### config.mk
export PLATFORM = sky130hd
export DESIGN_NAME = uart_rx_mp
export DESIGN_NICKNAME = d
export VERILOG_FILES = /design/src/rtl/uart_rx_pkg.sv /design/src/rtl/uart_rx_sync.sv /design/src/rtl/uart_rx_sampler.sv /design/src/rtl/uart_rx_holdreg.sv /design/src/rtl/uart_rx_mp.sv
export SDC_FILE = /design/constraint.sdc
export NUM_CORES = 1
export LEC_CHECK = 0
export ABC_CLOCK_PERIOD_IN_PS = 5630
export BUFFER_PORTS_ARGS = -buffer_cell sky130_fd_sc_hd__buf_4
export CAP_MARGIN = 20
export CORE_MARGIN = 4
export CORE_UTILIZATION = 60
export CTS_BUF_LIST = sky130_fd_sc_hd__clkbuf_16
export CTS_CLUSTER_SIZE = 16
export DETAILED_ROUTE_END_ITERATION = 8
export PLACE_DENSITY = 0.81
export SETUP_SLACK_MARGIN = 0.05
export SLEW_MARGIN = 20
export SYNTH_ARGS = -nofsm -noshare
export SYNTH_HDL_FRONTEND = slang
export SYNTH_SLANG_ARGS = --single-unit
### constraint.sdc
create_clock -name clk -period 5.63 [get_ports clk]
set_clock_uncertainty 0.1 [all_clocks]
set_input_delay 0.8445 -clock clk [delete_from_list [all_inputs] [get_ports clk]]
set_output_delay 0.8445 -clock clk [all_outputs]
set_load 0.005 [all_outputs]
### src/rtl/uart_rx_pkg.sv
package uart_rx_pkg;
  typedef enum logic [1:0] {
    ST_IDLE,
    ST_START,
    ST_DATA,
    ST_STOP
  } rx_state_e;

  typedef struct packed {
    logic [8:0] bits;
    logic       stop;
  } rx_char_t;
endpackage

### src/rtl/uart_rx_sync.sv
module uart_rx_sync #(
  parameter int STAGES = 2
) (
  input  logic clk,
  input  logic rst,
  input  logic din,
  output logic dout
);
  logic [STAGES-1:0] chain;

  generate
    for (genvar g = 0; g < STAGES; g++) begin : g_stage
      if (g == 0) begin : g_first
        always_ff @(posedge clk) begin
          if (rst) chain[0] <= 1'b1;
          else     chain[0] <= din;
        end
      end else begin : g_rest
        always_ff @(posedge clk) begin
          if (rst) chain[g] <= 1'b1;
          else     chain[g] <= chain[g-1];
        end
      end
    end
  endgenerate

  assign dout = chain[STAGES-1];
endmodule

### src/rtl/uart_rx_sampler.sv
module uart_rx_sampler
  import uart_rx_pkg::*;
#(
  parameter int OSR_SLOW = 16,
  parameter int OSR_FAST = 8
) (
  input  logic     clk,
  input  logic     rst,
  input  logic     enable,
  input  logic     tick,
  input  logic     fast,
  input  logic     nine,
  input  logic     rxd,
  output logic     char_valid,
  output rx_char_t char_out
);
  localparam int CW = $clog2(OSR_SLOW);

  rx_state_e      state;
  logic [CW-1:0]  cnt;
  logic [3:0]     bit_idx;
  logic [8:0]     shreg;
  logic           smp_a, smp_b;
  logic           rxd_q;
  logic [CW-1:0]  last_c, mid_c;
  logic [3:0]     last_idx;
  logic           vote;

  assign last_c   = fast ? CW'(OSR_FAST - 1) : CW'(OSR_SLOW - 1);
  assign mid_c    = fast ? CW'(OSR_FAST / 2) : CW'(OSR_SLOW / 2);
  assign last_idx = nine ? 4'd8 : 4'd7;
  assign vote     = (smp_a & smp_b) | (smp_a & rxd) | (smp_b & rxd);

  always_ff @(posedge clk) begin
    if (rst) begin
      state      <= ST_IDLE;
      cnt        <= '0;
      bit_idx    <= '0;
      shreg      <= '0;
      smp_a      <= 1'b1;
      smp_b      <= 1'b1;
      rxd_q      <= 1'b1;
      char_valid <= 1'b0;
      char_out   <= '0;
    end else begin
      char_valid <= 1'b0;
      if (tick) rxd_q <= rxd;
      if (!enable) begin
        state <= ST_IDLE;
      end else if (tick) begin
        if (state == ST_IDLE) begin
          if (rxd_q && !rxd) begin
            state <= ST_START;
            cnt   <= '0;
          end
        end else begin
          cnt <= (cnt == last_c) ? '0 : cnt + 1'b1;
          if (cnt == mid_c - 1'b1) smp_a <= rxd;
          if (cnt == mid_c)        smp_b <= rxd;
          if (cnt == mid_c + 1'b1) begin
            case (state)
              ST_START: if (vote) state <= ST_IDLE;
              ST_DATA:  shreg[bit_idx] <= vote;
              ST_STOP: begin
                char_valid    <= 1'b1;
                char_out.bits <= shreg;
                char_out.stop <= vote;
                state         <= ST_IDLE;
              end
              default: state <= ST_IDLE;
            endcase
          end
          if (cnt == last_c) begin
            if (state == ST_START) begin
              state   <= ST_DATA;
              bit_idx <= '0;
              shreg   <= '0;
            end else if (state == ST_DATA) begin
              if (bit_idx == last_idx) state <= ST_STOP;
              else bit_idx <= bit_idx + 1'b1;
            end
          end
        end
      end
    end
  end

  // a completed frame is reported for exactly one cycle
  a_r1_single_pulse: assert property (@(posedge clk) disable iff (rst)
    char_valid |=> !char_valid);

  // no frame completes while the receiver is disabled
  a_r10_quiet_when_off: assert property (@(posedge clk) disable iff (rst)
    !enable |=> !char_valid);
endmodule

### src/rtl/uart_rx_holdreg.sv
module uart_rx_holdreg
  import uart_rx_pkg::*;
(
  input  logic       clk,
  input  logic       rst,
  input  logic       enable,
  input  logic       nine,
  input  logic       mp_mode,
  input  logic       irq_en,
  input  logic       rd_strobe,
  input  logic       char_valid,
  input  rx_char_t   char_in,
  output logic [7:0] data,
  output logic       bit8,
  output logic       done,
  output logic       fe,
  output logic       ovr,
  output logic       irq
);
  logic mark, accept, xfer, lost, rd_hit, done_nxt, pend;

  assign mark     = nine ? char_in.bits[8] : char_in.stop;
  assign accept   = char_valid & enable & (!mp_mode | mark);
  assign xfer     = accept & (!done | rd_strobe);
  assign lost     = accept & done & !rd_strobe;
  assign rd_hit   = rd_strobe & done;
  assign done_nxt = xfer ? 1'b1 : (rd_hit ? 1'b0 : done);

  always_ff @(posedge clk) begin
    if (rst) begin
      data <= '0;
      bit8 <= 1'b0;
      done <= 1'b0;
      fe   <= 1'b0;
      ovr  <= 1'b0;
      pend <= 1'b0;
      irq  <= 1'b0;
    end else begin
      done <= done_nxt;
      irq  <= done_nxt & irq_en;
      if (xfer) begin
        data <= char_in.bits[7:0];
        bit8 <= nine & char_in.bits[8];
        fe   <= !char_in.stop;
        ovr  <= pend;
        pend <= 1'b0;
      end else if (lost) begin
        pend <= 1'b1;
      end
    end
  end

  // interrupt request only with an unread character
  a_r11_irq_needs_done: assert property (@(posedge clk) disable iff (rst)
    irq |-> done);

  // a read with no competing arrival empties the register
  a_r6_read_clears: assert property (@(posedge clk) disable iff (rst)
    (rd_strobe && done && !char_valid) |=> !done);

  // status flags move only when a character arrives
  a_r4_flags_hold: assert property (@(posedge clk) disable iff (rst)
    !char_valid |=> ($stable(fe) && $stable(ovr)));

  // nothing becomes ready while disabled
  a_r10_no_set_when_off: assert property (@(posedge clk) disable iff (rst)
    !enable |=> !$rose(done));

  // a loss becomes visible only with a held character
  a_r7_ovr_with_char: assert property (@(posedge clk) disable iff (rst)
    $rose(ovr) |-> done);
endmodule

### src/rtl/uart_rx_mp.sv
module uart_rx_mp
  import uart_rx_pkg::*;
#(
  parameter int OSR_SLOW    = 16,
  parameter int OSR_FAST    = 8,
  parameter int SYNC_STAGES = 2
) (
  input  logic       clk,
  input  logic       rst,
  input  logic       baud_tick,
  input  logic       rx_in,
  input  logic       rx_en,
  input  logic       dbl_speed,
  input  logic       nine_bit,
  input  logic       mp_mode,
  input  logic       rx_irq_en,
  input  logic       rd_strobe,
  output logic [7:0] rx_data,
  output logic       rx_bit8,
  output logic       rx_done,
  output logic       frame_err,
  output logic       overrun,
  output logic       rx_irq
);
  logic     rxd_s;
  logic     cv;
  rx_char_t ch;

  uart_rx_sync #(.STAGES(SYNC_STAGES)) u_sync (
    .clk  (clk),
    .rst  (rst),
    .din  (rx_in),
    .dout (rxd_s)
  );

  uart_rx_sampler #(.OSR_SLOW(OSR_SLOW), .OSR_FAST(OSR_FAST)) u_sampler (
    .clk        (clk),
    .rst        (rst),
    .enable     (rx_en),
    .tick       (baud_tick),
    .fast       (dbl_speed),
    .nine       (nine_bit),
    .rxd        (rxd_s),
    .char_valid (cv),
    .char_out   (ch)
  );

  uart_rx_holdreg u_hold (
    .clk        (clk),
    .rst        (rst),
    .enable     (rx_en),
    .nine       (nine_bit),
    .mp_mode    (mp_mode),
    .irq_en     (rx_irq_en),
    .rd_strobe  (rd_strobe),
    .char_valid (cv),
    .char_in    (ch),
    .data       (rx_data),
    .bit8       (rx_bit8),
    .done       (rx_done),
    .fe         (frame_err),
    .ovr        (overrun),
    .irq        (rx_irq)
  );
endmodule

* Yosys cells after proc, flatten, opt, wreduce, memory -nomap -nowiden
Index checks and enable logic that the tools add are counted.
Storage, ports and cells: register bits 49, input port bits 10
Operators by class: add/sub/neg operators 4, order comparisons 2, equal/unequal tests 10, multiplexer cells 29, bitwise gates (word level) 19, reductions and logical operators 19
Operator list (number):
- 4-bit 2-to-1 mux | 9
- 9-bit 2-to-1 mux | 4
- 4-bit equality test | 5
- 2-bit 2-to-1 mux | 8
- 4-bit by 1-bit adder with 4-bit output (second input constant) | 3
- 1-bit AND | 11
- 9-bit bitwise mux | 1
- 4-bit AND reduction | 2
- 3-bit AND reduction | 2
- 6-bit AND reduction | 1
- 1-bit logical NOT | 5
- 4-bit by 5-bit less-than comparator with 1-bit output (second input constant) | 1
- 1-bit 2-to-1 mux | 5
- 5-bit AND reduction | 1
- 5-bit OR reduction | 1
- 1-bit demux with 4-bit select | 1
- 2-bit equality test (second input constant) | 2
- 4-bit by 1-bit >= comparator with 1-bit output (second input constant) | 1
- 1-bit inverter | 4
- 1-bit OR | 4
- 2-bit case mux with 2 select lines | 1
- 2-bit OR reduction | 2
- 4-bit by 1-bit subtractor with 4-bit output (second input constant) | 1
- 2-bit by 1-bit equality test with 1-bit output (second input constant) | 1
- 6 further kinds | 7

* Longest topological paths before layout
depth in word-level cells 11, depth in mapped cells 7, mapped depth without buffers 6

* By module
From an unflattened synthesis, not the netlist that was laid out.
Second synthesis, totals: cells, all modules 261, area, all modules 2581.2 µm²
By module, submodules not included:
- uart_rx_sampler | instances 1, cells an instance 195, area each 1874.3 µm², seq. area each 660.6 µm²
- uart_rx_holdreg | instances 1, cells an instance 62, area each 654.4 µm², seq. area each 280.3 µm²
- uart_rx_sync | instances 1, cells an instance 4, area each 52.6 µm², seq. area each 40.0 µm²

* Worst setup path after synthesis
OpenSTA, ideal clock, no wires.
path type input-to-reg, from in baud_tick, to reg u_sampler.shreg[4], arrival time 1878 ps, data required time 5388 ps, setup slack 3510 ps, stages 5, buffers on the path 1, path through buf_2 nand3b_4 nor3_2 nor3b_1 a211oi_1
On the way: cells in the longest elaborated chain, start to end 1
Ends and longest elaborated chain:
- start: declaration | RTL line uart_rx_mp.sv:10 | input logic baud_tick,
- 3-bit AND reduction (no line)
- end signal: indexed assignment | RTL line uart_rx_sampler.sv:63 | ST_DATA: shreg[bit_idx] <= vote;
- end: declaration | RTL line uart_rx_sampler.sv:22 | logic [8:0] shreg;
Every way passes these cells. A chain may end at the register's enable or synchronous reset.

* Final worst setup path
from reg u_sampler.state[0], to reg u_sampler.char_out[3] (netlist bit)
On the way: cells in the longest elaborated chain, start to end 3, elaborated cells between the ends (all ways) 4, classes of those cells 1 x eq/ne; 1 x bitwise; 2 x reduce/logical
Ends and longest elaborated chain:
- start: declaration | RTL line uart_rx_sampler.sv:19 | rx_state_e state;
- start signal: assignment | RTL line uart_rx_sampler.sv:36 | state <= ST_IDLE;
- start signal: assignment | RTL line uart_rx_sampler.sv:49 | state <= ST_IDLE;
- start signal: assignment | RTL line uart_rx_sampler.sv:53 | state <= ST_START;
- 2-bit logical NOT | RTL line uart_rx_sampler.sv:51 | if (state == ST_IDLE) begin
- 1-bit inverter (no line)
- 5-bit AND reduction (no line) (*)
- end: declaration | RTL line uart_rx_sampler.sv:15 | output rx_char_t char_out
Every way passes the cells marked *; elsewhere a longest branch is shown, timed or not.

==> reports/qor.tcl <==
set qor(fin_total_pwr_uw) 664
set qor(grt_first_pass_wirelength_mm) 7.80
set qor(floorplan.die.width_microns) 71.6
set qor(most_frequent_cells_in_the_layout) {49 x dfxtp_1, 25 x nor2_1, 24 x mux2i_1}
set qor(final.period_utilization_pct) 43.6
set qor(utilization_pct) 72.9
set qor(critPathKind) {register to register}
set qor(postSynthAreaPerCell_sq_um) 9.83
set qor(clock-root-buffer) {clkbuf_16}
set qor(most_used_dff_post_synth) {dfxtp_1}
set qor(library_cell_contributing_the_largest_single_delay_on_the_critical_path) {a211oi_2}
set qor(route.vias.total) 1805
set qor(insertedDiodeCount) 0
set qor(placement.io_buffers) 22
set qor(post_cts_hold_buffer_count) 0
set qor(drv_cap) 0
set qor(most_common_library_cell_in_the_layout_ignoring_fill_and_taps) {dfxtp_1}
set qor(tritoncts) {yes}
set qor(seq_area_frac_synth_pct) 40.4
set qor(post-synth-top-area-fraction_pct) 40.4
set qor(fp.coreArea_sq_um) 3770
set qor(cts.reportedPaths.clkPinSlew_ns) 0.06
set qor(critPathLaunchType) {register}
set qor(result_of_the_run) {complete, no violations}
set qor(core.rowCount) 22
set qor(unrepaired_setup_endpoints_after_global_routing) {no}
set qor(rel_slew_slack_pct) 29.3
set qor(finish.net_count) 288
set qor(postCtsResizedCells) 0
set qor(timing_hold_violations_final) 0
set qor(pin_count_of_the_biggest_net_entering_global_routing) 42
set qor(endpoint_kind) {register}
set qor(delay_of_the_slowest_cell_on_the_worst_path_ns) 0.84
set qor(dp_hpwl_mm) 3.30
set qor(max-vdd-ir-drop_mv) 0.181
set qor(holdCritPathClass) {register to register}
set qor(synth_cell_type_count) 55
set qor(max-clock-path-buffers) 2
set qor(fraction_of_final_layout_cells_sized_beyond_drive_strength_1_pct) 16.9
set qor(path_buf_inv) 1
set qor(die_area_sq_um) 5130
set qor(post-route-drc-count) 0
set qor(critical_path_required_ns) 5.69
set qor(synthesized_netlist_net_count) 269
set qor(post_drt_wl_per_cell_microns) 14.4
set qor(cts.sinks) 49
set qor(postRouteAntennaNets) 0
set qor(synth_enable_flop_cells) 0
set qor(fmax_mhz) 408
set qor(arrival_time_at_the_worst_endpoint_ns) 2.52
set qor(synth.cell_area_sq_um) 2430
set qor(critical-path-top-delay-family) {compound AO/OA/AOI/OAI gates}
set qor(htree_num_levels) 2
set qor(worstPathCellList) {inv_1 -> ha_1 -> nand3b_4 -> a211oi_2 -> mux2i_1 -> nor2_1}
set qor(first_iter_violations) 98
set qor(synth-async-reset-ratio_pct) 0
set qor(yosys-top-cells-area) {dfxtp_1 40%, mux2i_1 9.9%, ha_1 6.2%, nor2_1 3.9%, a211oi_1 3.4%}
set qor(tritoncts.num_buffers) 5
set qor(globalplace.congestion) 0.858
set qor(min_period_ns) 2.45
set qor(leakagePower_nw) 0.976
set qor(first_pass_iters) 4
set qor(chipHeight_microns) 71.6
set qor(groute.usage.overall_pct) 19.0
set qor(power-per-cell-area_nw_per_um2) 241
set qor(worst_pin_slew_ns) 1.06
set qor(netlist_instances) 247
set qor(grt_pass1_vias) 1699
set qor(gr-total-overflow) 0
set qor(synthToLayoutAreaGrowth_pct) 13.2
set qor(totalWireLength_mm) 4.54
set qor(layout.filler_cells) 285
set qor(final_max_slew_viol_count) 0
set qor(critPathMaxFanout) 11
set qor(holdWs_ns) 0.313
set qor(ys.warnings.count) 0
set qor(avgViaCountPerCell) 5.73
set qor(grt_antenna_before_repair) 0
set qor(clk-insertion-delay-late_ns) 0.29
set qor(synth_largest_area_cell) {dfxtp_1}
set qor(register_bit_count_reported_by_yosys) 49
set qor(floorplan.io_pins) 23
set qor(total_negative_slack_for_setup_checks_ns) 0
set qor(starting_density_of_the_core_pct) 64.4
set qor(cts_setup_buffers) 0
set qor(finalSetupViolCount) 0
[power breakdown]
part | total, mW | internal [mW] | leakage (nW) | switching [mW]
clock | 0.293 | 0.165 | 0.0738 | 0.128
sequential | 0.348 | 0.348 | 0.395 | 0.000733
combinational | 0.0220 | 0.00880 | 0.507 | 0.0132
[logic make-up after synthesis]
logic type	after synthesis	synth area share, %
buffers and inverters	20	3.71
multiplexers	26	10.8
adder cells (fa/ha/maj)	13	6.60
XOR/XNOR	2	1.03
AND/OR/NAND/NOR	87	21.3
AO/OA/AOI/OAI	50	16.1
flip-flops	49	40.4
[area by class of cell]
class	instances	area, sq um	share of cell area, %
inverters	10	37.5	1.37
multi-input cells	178	1360	49.4
repair buffers	22	165	6.01
flip-flops and latches	49	981	35.7
clock buffers	5	125	4.55
clock inverters	3	22.5	0.820
well taps	48	60.1	2.19
[worst register-to-register path: stages (launching register included)]
cell and delay [ns]:
dfxtp_1 0.40, inv_1 0.12, ha_1 0.29, nand3b_4 0.24
a211oi_2 0.84, mux2i_1 0.28, nor2_1 0.05
[cell usage after synthesis (all sizes together), types with 2 or more instances]
cell and instances:
o211ai 2, ha 12, buf 5, nand4 4, o21ai 5, and2 4
nor2b 5, a31oi 3, nand3 3, or2 3, mux2 2, nor2 25
nor4b 2, clkbuf 5, mux2i 24, nand2b 6, nand2 13, nand3b 3
inv 10, a41oi 9, and3 4, and3b 2, a211oi 12, a21oi 9
nand4bb 2, nor3 3, nor3b 3, dfxtp 49, nand4b 2
[metrics by stage]
| stage | std cells | cell area (sq um) | setup WS, ns |
|---|---|---|---|
| after global routing | 315 | 2750 | 2.98 |
| after CTS | 315 | 2750 | 3.15 |
| after detailed placement | 307 | 2600 | 2.92 |
| after floorplan | 247 | 2430 | 3.51 |
| final | 315 | 2750 | 3.18 |
| after global placement | 307 | 2600 | 2.96 |
[routing by layer]
layer  routed length, microns  part of all wire, %  global-route usage (%)
met1                     2180                   48                    24.7
met2                     2090                   46                    30.4
met3                      219                  4.8                    5.47
met4                       55                  1.2                    5.64
met5                        0                    0                       0
[state kept, by name, summed over array words and instances (netlist names), 2 cells and up]
register	flops
u_sampler.char_out	10
u_sampler.shreg	9
u_hold.data	8
u_sampler.bit_idx	4
u_sampler.cnt	4
u_sampler.state	2
[final timing paths]
path,cells after the start,from,slack (ns),endpoint
worst max register to register,6,u_sampler.state[0]$_SDFFE_PP0P_,3.18,u_sampler.char_out[3]$_SDFFE_PP0P_
worst min-delay path,1,u_sync.chain[0]$_SDFF_PP1_,0.31,u_sync.dout$_SDFF_PP1_
worst max-delay path,6,u_sampler.state[0]$_SDFFE_PP0P_,3.18,u_sampler.char_out[3]$_SDFFE_PP0P_
worst min register to register,1,u_sync.chain[0]$_SDFF_PP1_,0.31,u_sync.dout$_SDFF_PP1_
No activity file was read; power rests on OpenSTA's default activity.
